`config.mk`:
```
export PLATFORM = sky130hd
export DESIGN_NAME = conn_addr_lookup
export DESIGN_NICKNAME = d
export VERILOG_FILES = /design/src/rtl/lkp_pkg.sv /design/src/rtl/lkp_rst_sync.sv /design/src/rtl/lkp_bit_gather.sv /design/src/rtl/lkp_ctrl.sv /design/src/rtl/conn_addr_lookup.sv
export SDC_FILE = /design/constraint.sdc
export NUM_CORES = 1
export LEC_CHECK = 0
export BUFFER_PORTS_ARGS = -buffer_cell sky130_fd_sc_hd__buf_2
export CAP_MARGIN = 10
export CORE_MARGIN = 10
export CORE_UTILIZATION = 35
export CTS_CLUSTER_SIZE = 24
export DETAILED_ROUTE_END_ITERATION = 10
export PLACE_DENSITY = 0.63
export SLEW_MARGIN = 15
export SYNTH_ARGS = -nofsm -noshare
export SYNTH_HDL_FRONTEND = slang
export SYNTH_SLANG_ARGS = --single-unit
```
`constraint.sdc`:
```
create_clock -name clk -period 15.2 [get_ports clk]
set_input_delay 2.28 -clock clk [delete_from_list [all_inputs] [get_ports clk]]
set_output_delay 2.28 -clock clk [all_outputs]
set_load 0.05 [all_outputs]
```
`src/rtl/lkp_pkg.sv`:
```
package lkp_pkg;
  parameter int unsigned HDR_W  = 16;
  parameter int unsigned ADDR_W = 32;
  parameter int unsigned DATA_W = 32;
  parameter int unsigned OFF_W  = 16;

  typedef enum logic [2:0] {
    S_IDLE    = 3'd0,
    S_VP_READ = 3'd1,
    S_WAIT_VP = 3'd2,
    S_CALC_VC = 3'd3,
    S_DONE    = 3'd4
  } lkp_state_e;
endpackage

```
`src/rtl/lkp_rst_sync.sv`:
```
module lkp_rst_sync #(
  parameter int unsigned STAGES = 2
) (
  input  logic clk,
  input  logic rst_n,
  output logic rst_n_sync
);
  logic [STAGES-1:0] sync_q;

  always_ff @(posedge clk or negedge rst_n) begin
    if (!rst_n) sync_q <= '0;
    else        sync_q <= {sync_q[STAGES-2:0], 1'b1};
  end

  assign rst_n_sync = sync_q[STAGES-1];
endmodule

```
`src/rtl/lkp_bit_gather.sv`:
```
module lkp_bit_gather #(
  parameter int unsigned W = 16
) (
  input  logic [W-1:0] field,
  input  logic [W-1:0] mask,
  output logic [W-1:0] packed_ptr
);
  localparam int unsigned CW = $clog2(W) + 1;

  logic [CW-1:0] slot;

  always_comb begin
    packed_ptr = '0;
    slot       = '0;
    for (int i = 0; i < W; i++) begin
      packed_ptr = packed_ptr | (W'(field[i] & mask[i]) << slot);
      slot       = slot + CW'(mask[i]);
    end
  end

  always_comb begin
    AST_GATHER_DENSE: assert ((CW'($countones(packed_ptr)) <= CW'($countones(mask))) &&
                              ((packed_ptr >> $countones(mask)) == '0));
  end
endmodule

```
`src/rtl/lkp_ctrl.sv`:
```
module lkp_ctrl
  import lkp_pkg::*;
#(
  parameter int unsigned HW = 16,
  parameter int unsigned AW = 32,
  parameter int unsigned DW = 32,
  parameter int unsigned OW = 16
) (
  input  logic          clk,
  input  logic          rst_n,
  input  logic [HW-1:0] cfg_vp_mask,
  input  logic [HW-1:0] cfg_vc_mask,
  input  logic [AW-1:0] cfg_vp_base,
  input  logic [AW-1:0] cfg_vc_base,
  input  logic          cfg_chk_unalloc,
  input  logic          hdr_valid,
  output logic          hdr_ready,
  input  logic [HW-1:0] hdr_pv,
  input  logic [HW-1:0] hdr_vci,
  output logic          rd_req_valid,
  input  logic          rd_req_ready,
  output logic [AW-1:0] rd_req_addr,
  input  logic          rd_rsp_valid,
  input  logic [DW-1:0] rd_rsp_data,
  output logic          res_valid,
  output logic [AW-1:0] res_addr,
  output logic          res_misins,
  output logic [HW-1:0] q_pv,
  output logic [HW-1:0] q_vpm,
  output logic [HW-1:0] q_vci,
  output logic [HW-1:0] q_vcm,
  input  logic [HW-1:0] vp_ptr,
  input  logic [HW-1:0] vc_ptr
);
  localparam int unsigned WORD_SH = 2;

  lkp_state_e    state_q, state_d;
  logic [AW-1:0] vpb_q, vcb_q, addr_q, addr_d;
  logic [OW-1:0] off_q;
  logic          mis_q;

  logic          accept, unalloc_hit;
  logic          cap_en, off_en, addr_en, mis_en;
  logic [AW-1:0] vp_addr, vc_addr;

  assign accept      = hdr_valid && (state_q == S_IDLE);
  assign unalloc_hit = cfg_chk_unalloc && ((hdr_vci & ~cfg_vc_mask) != '0);

  assign cap_en  = accept;
  assign mis_en  = accept;
  assign off_en  = (state_q == S_WAIT_VP) && rd_rsp_valid;
  assign addr_en = (state_q == S_CALC_VC) || (accept && unalloc_hit);

  assign vp_addr = vpb_q + (AW'(vp_ptr) << WORD_SH);
  assign vc_addr = vcb_q + (AW'(off_q) << WORD_SH) + (AW'(vc_ptr) << WORD_SH);
  assign addr_d  = (state_q == S_CALC_VC) ? vc_addr : '0;

  always_comb begin
    state_d = state_q;
    unique case (state_q)
      S_IDLE:    if (accept) state_d = unalloc_hit ? S_DONE : S_VP_READ;
      S_VP_READ: if (rd_req_ready) state_d = S_WAIT_VP;
      S_WAIT_VP: if (rd_rsp_valid) state_d = S_CALC_VC;
      S_CALC_VC: state_d = S_DONE;
      S_DONE:    state_d = S_IDLE;
      default:   state_d = S_IDLE;
    endcase
  end

  always_ff @(posedge clk or negedge rst_n) begin
    if (!rst_n) state_q <= S_IDLE;
    else        state_q <= state_d;
  end

  always_ff @(posedge clk) begin
    if (cap_en) begin
      q_pv  <= hdr_pv;
      q_vci <= hdr_vci;
      q_vpm <= cfg_vp_mask;
      q_vcm <= cfg_vc_mask;
      vpb_q <= cfg_vp_base;
      vcb_q <= cfg_vc_base;
    end
  end

  always_ff @(posedge clk) begin
    if (mis_en) mis_q <= unalloc_hit;
  end

  always_ff @(posedge clk) begin
    if (off_en) off_q <= rd_rsp_data[OW-1:0];
  end

  always_ff @(posedge clk) begin
    if (addr_en) addr_q <= addr_d;
  end

  assign hdr_ready    = (state_q == S_IDLE);
  assign rd_req_valid = (state_q == S_VP_READ);
  assign rd_req_addr  = vp_addr;
  assign res_valid    = (state_q == S_DONE);
  assign res_addr     = addr_q;
  assign res_misins   = (state_q == S_DONE) && mis_q;

  AST_REQ_HOLD: assert property (@(posedge clk) disable iff (!rst_n)
    rd_req_valid && !rd_req_ready |=> rd_req_valid && $stable(rd_req_addr));
  AST_ONE_READ: assert property (@(posedge clk) disable iff (!rst_n)
    rd_req_valid && rd_req_ready |=> !rd_req_valid);
  AST_BUSY_REFUSE: assert property (@(posedge clk) disable iff (!rst_n)
    hdr_valid && hdr_ready |=> !hdr_ready);
  AST_MIS_ZERO: assert property (@(posedge clk) disable iff (!rst_n)
    res_valid && res_misins |-> res_addr == '0);
  AST_RES_PULSE: assert property (@(posedge clk) disable iff (!rst_n)
    res_valid |=> !res_valid);
  AST_RES_LATENCY: assert property (@(posedge clk) disable iff (!rst_n)
    (state_q == S_WAIT_VP) && rd_rsp_valid |-> ##2 res_valid);
endmodule

```
`src/rtl/conn_addr_lookup.sv`:
```
module conn_addr_lookup
  import lkp_pkg::*;
#(
  parameter int unsigned HW = lkp_pkg::HDR_W,
  parameter int unsigned AW = lkp_pkg::ADDR_W,
  parameter int unsigned DW = lkp_pkg::DATA_W,
  parameter int unsigned OW = lkp_pkg::OFF_W
) (
  input  logic          clk,
  input  logic          rst_n,
  input  logic [HW-1:0] cfg_vp_mask,
  input  logic [HW-1:0] cfg_vc_mask,
  input  logic [AW-1:0] cfg_vp_base,
  input  logic [AW-1:0] cfg_vc_base,
  input  logic          cfg_chk_unalloc,
  input  logic          hdr_valid,
  output logic          hdr_ready,
  input  logic [HW-1:0] hdr_pv,
  input  logic [HW-1:0] hdr_vci,
  output logic          rd_req_valid,
  input  logic          rd_req_ready,
  output logic [AW-1:0] rd_req_addr,
  input  logic          rd_rsp_valid,
  input  logic [DW-1:0] rd_rsp_data,
  output logic          res_valid,
  output logic [AW-1:0] res_addr,
  output logic          res_misins
);
  localparam int unsigned N_LEVELS = 2;

  logic                rst_n_s;
  logic [HW-1:0]       q_pv, q_vpm, q_vci, q_vcm;
  logic [N_LEVELS-1:0][HW-1:0] lvl_field, lvl_mask, lvl_ptr;

  lkp_rst_sync #(.STAGES(2)) u_rst (
    .clk        (clk),
    .rst_n      (rst_n),
    .rst_n_sync (rst_n_s)
  );

  assign lvl_field[0] = q_pv;
  assign lvl_mask[0]  = q_vpm;
  assign lvl_field[1] = q_vci;
  assign lvl_mask[1]  = q_vcm;

  for (genvar g = 0; g < N_LEVELS; g++) begin : g_level
    lkp_bit_gather #(.W(HW)) u_gather (
      .field      (lvl_field[g]),
      .mask       (lvl_mask[g]),
      .packed_ptr (lvl_ptr[g])
    );
  end

  lkp_ctrl #(.HW(HW), .AW(AW), .DW(DW), .OW(OW)) u_ctrl (
    .clk             (clk),
    .rst_n           (rst_n_s),
    .cfg_vp_mask     (cfg_vp_mask),
    .cfg_vc_mask     (cfg_vc_mask),
    .cfg_vp_base     (cfg_vp_base),
    .cfg_vc_base     (cfg_vc_base),
    .cfg_chk_unalloc (cfg_chk_unalloc),
    .hdr_valid       (hdr_valid),
    .hdr_ready       (hdr_ready),
    .hdr_pv          (hdr_pv),
    .hdr_vci         (hdr_vci),
    .rd_req_valid    (rd_req_valid),
    .rd_req_ready    (rd_req_ready),
    .rd_req_addr     (rd_req_addr),
    .rd_rsp_valid    (rd_rsp_valid),
    .rd_rsp_data     (rd_rsp_data),
    .res_valid       (res_valid),
    .res_addr        (res_addr),
    .res_misins      (res_misins),
    .q_pv            (q_pv),
    .q_vpm           (q_vpm),
    .q_vci           (q_vci),
    .q_vcm           (q_vcm),
    .vp_ptr          (lvl_ptr[0]),
    .vc_ptr          (lvl_ptr[1])
  );
endmodule

```
==> impl_metrics.toml <==
[status]
outcome = "finished clean"

[clock_network]
clk_latency_ns = 0.48
cts_made_buffers = 17
htree_levels = 4
clk_pin_slew_worst_paths_ns = 0.08
cts_hold_buf = 0
clockBufferDepth = 2
clock-root-buffer = "clkbuf_16"
clock-sinks = 182
cts_tree = "yes"

[timing]
finalMaxSlewViolations = 0
finalSetupViolations = 0
slew_headroom = 0.334
setup_ws_ns = 0.981
fin_setup_tns_ns = 0
clock.fmax_mhz = 70.3
period_needed_ns = 14.22
period_share = 0.935
rsz0062_at_grt = "no"
tightest_slew_ns = 0.995
hold_viol_final = 0
skew_ns = 0.0122

[cells_and_area]
area_growth_syn_to_layout_pct = 15.4
drive_gt1_frac = 0.168
fillCellCount = 4275
fin_cells = 2454
fin_nets = 2126

[synthesis]
yosysUniqueCellTypes = 94
synth_top_area_frac = 0.346
ys_async_sr_fraction = 0.0275
synthesis.area_sq_um = 15400
synth_edf_count = 177
synth_seq_cells = 182
synth_flop_cell = "edfxtp_1"
ys_top_cells_by_area = "edfxtp_1, ha_1, nand2_1, xnor2_1, nor2_1"
ys_seq_area_frac = 0.354
synthCells = 1650
yosysWarnings = 0
synth_nets = 1922
synth_top_area_cell = "edfxtp_1"
syn_avg_cell_area_sq_um = 9.32

[detailed_routing]
wirelength_um = 48900
ant_nets = 0
vias = 14086
routed_via_density = 5.74
drc = 0
drtPass1Iterations = 6
dr.first_iter.drc_count = 1111
wl_per_cell_um = 19.9

[min_path]
hold_class = "flop to async pin"

[grt]
grt_pass1_vias = 14170
grt_overflow = 0
grtUsageTotal = 0.181
antenna_found_initial = 5
grt_pass1_wl_um = 76500
grt_max_degree = 53

[place]
gp_congestion = 0.933
dp_cells = 2420
io_buffers = 217
place_ws_ns = 1.49
place_hpwl_um = 39000

[floorplanning]
coreArea_sq_um = 43300
num_rows = 76
initial_core_util = 0.355
die_h_um = 230
die_area_sq_um = 52700
ios = 234
die_x_um = 230

[critical_path]
start_kind = "flop"
cp_common_cell = "ha_1"
r2r_slack_ns = 2.33
crit_type = "flop to output pin"
critPathMaxStageDelay_ns = 0.75
cp_slowest_cell = "xnor2_1"
critical_path.max_fanout = 11
arrival_ns = 11.94
r2r_end = "u_ctrl.res_addr[29]$_SDFFCE_PN0P_"
reg2reg_from = "u_ctrl.q_vcm[0]$_DFFE_PP_"
reg2reg_depth = 36
required_ns = 12.92
worstSetupEndpointType = "output pin"

[run]
maxCapViolations = 0
what timing repair did:
item | 4_1_cts | 5_1_grt
gates resized for setup | 0 | 1
setup buffers | 0 | 0
endpoints found under the setup margin | 0 | 6
worst max-delay path: cells and delay by family, from the launching register on:
family	cells	cell delay, ns
AOI/OAI and AO/OA	12	3.19
xor gates and xnor gates	6	2.47
adders and majority gates	12	4.60
buffers and inverters	2	0.36
DFF	1	0.47
and+or+nand+nor	3	0.35
worst max-delay path by stage:
stage,start,to,slack [ns],depth (start not counted)
6_report,u_ctrl.q_vpm[0]$_DFFE_PP_,rd_req_addr[24],0.98,35
3_3_place_gp,u_ctrl.q_vpm[0]$_DFFE_PP_,rd_req_addr[30],1.71,34
3_5_place_dp,u_ctrl.q_vpm[0]$_DFFE_PP_,rd_req_addr[24],1.49,34
4_1_cts,u_ctrl.q_vpm[0]$_DFFE_PP_,rd_req_addr[24],0.93,34
5_1_grt,u_ctrl.q_vpm[0]$_DFFE_PP_,rd_req_addr[26],0.02,35
2_1_floorplan,u_ctrl.q_vpm[0]$_DFFE_PP_,rd_req_addr[30],2.95,34
placed cells by master (no fill, tap or decap), types with 11 or more instances in the layout:
cell type  synthesis  layout
nand3_1           79      79
o21ai_0           48      48
a21oi_1           81      81
or3_1             11      11
mux2i_1           12      12
xor2_1            29      27
edfxtp_1         177     177
and3_1            31      31
nor2_1           148     148
clkbuf_16          0      17
o21bai_1          13      13
nor4_1            22      22
buf_4              4      13
nand4_1           34      34
nand2b_1          17      17
buf_2             11     217
and2_1            25      24
a221o_1           24      24
a211oi_1          19      19
nor3_1            76      76
xnor2_1           69      69
ha_1              84      84
nor2b_1           23      23
o221ai_1          20      20
fa_1              22      22
inv_1             96      96
a31oi_1           20      20
a221oi_1          32      32
o211ai_1          12      12
nand2_1          164     164
nor3b_1           15      14
routing by layer:
metal	wire length, um	GRT usage
met1	21000	0.221
met2	24000	0.310
met3	2720	0.0371
met4	1170	0.0637
met5	53	0
state kept, by name, summed over array words and instances (netlist names):
register and count:
u_ctrl.state_q 3, u_ctrl.q_vcm 16, u_ctrl.off_q 16, u_ctrl.vpb_q 32
u_ctrl.vcb_q 32, u_ctrl.q_vpm 16, u_ctrl.q_pv 16, u_rst.sync_q 2
u_ctrl.mis_q 1, u_ctrl.res_addr 32, u_ctrl.q_vci 16
area by class of cell:
class / count / area (sq um) / area share
multi-input combinational: 1327 / 9410 / 0.531
sequential: 182 / 5440 / 0.307
timing repair buffer: 230 / 1180 / 0.0667
tap: 585 / 732 / 0.0412
clock buffer: 18 / 429 / 0.0242
inverter: 96 / 360 / 0.0203
clock inverter: 14 / 180 / 0.0102
antenna: 2 / 5.00 / 0.000282
cell families after synthesis:
group                      count (synthesis)  share of synthesized area
adders and majority gates                106                     0.0970
other                                      1                   0.000244
DFF                                      182                      0.354
buffers and inverters                    141                     0.0363
muxes                                     18                     0.0124
xor gates and xnor gates                 120                     0.0881
and+or+nand+nor                          692                      0.225
AOI/OAI and AO/OA                        390                      0.187
stage by stage:
stage	util	hold slack (ns)	cell area, sq um
global placement	0.396	0.0415	17100
floorplan	-	0.0265	15400
CTS	0.410	0.0488	17700
global route	0.410	0.0602	17700
finish	0.410	0.0430	17700
detailed placement	0.396	0.0421	17100
cell usage after synthesis (11+ instances only):
cell	n
a31oi_1	20
buf_2	11
nand2_1	164
clkbuf_1	28
or3_1	11
nor2b_1	23
edfxtp_1	177
fa_1	22
o21bai_1	13
nor2_1	148
mux2i_1	12
nor3_1	76
nand2b_1	17
o211ai_1	12
inv_1	96
nor3b_1	15
xor2_1	29
o221ai_1	20
a21oi_1	81
a221o_1	24
a221oi_1	32
a211oi_1	19
nand4_1	34
o21ai_0	48
and2_1	25
nor4_1	22
ha_1	84
xnor2_1	69
and3_1	31
nand3_1	79
Power is left out: the tool's default activity adds up to more than one toggle a clock period on the data nets, which glitch-free logic cannot reach.
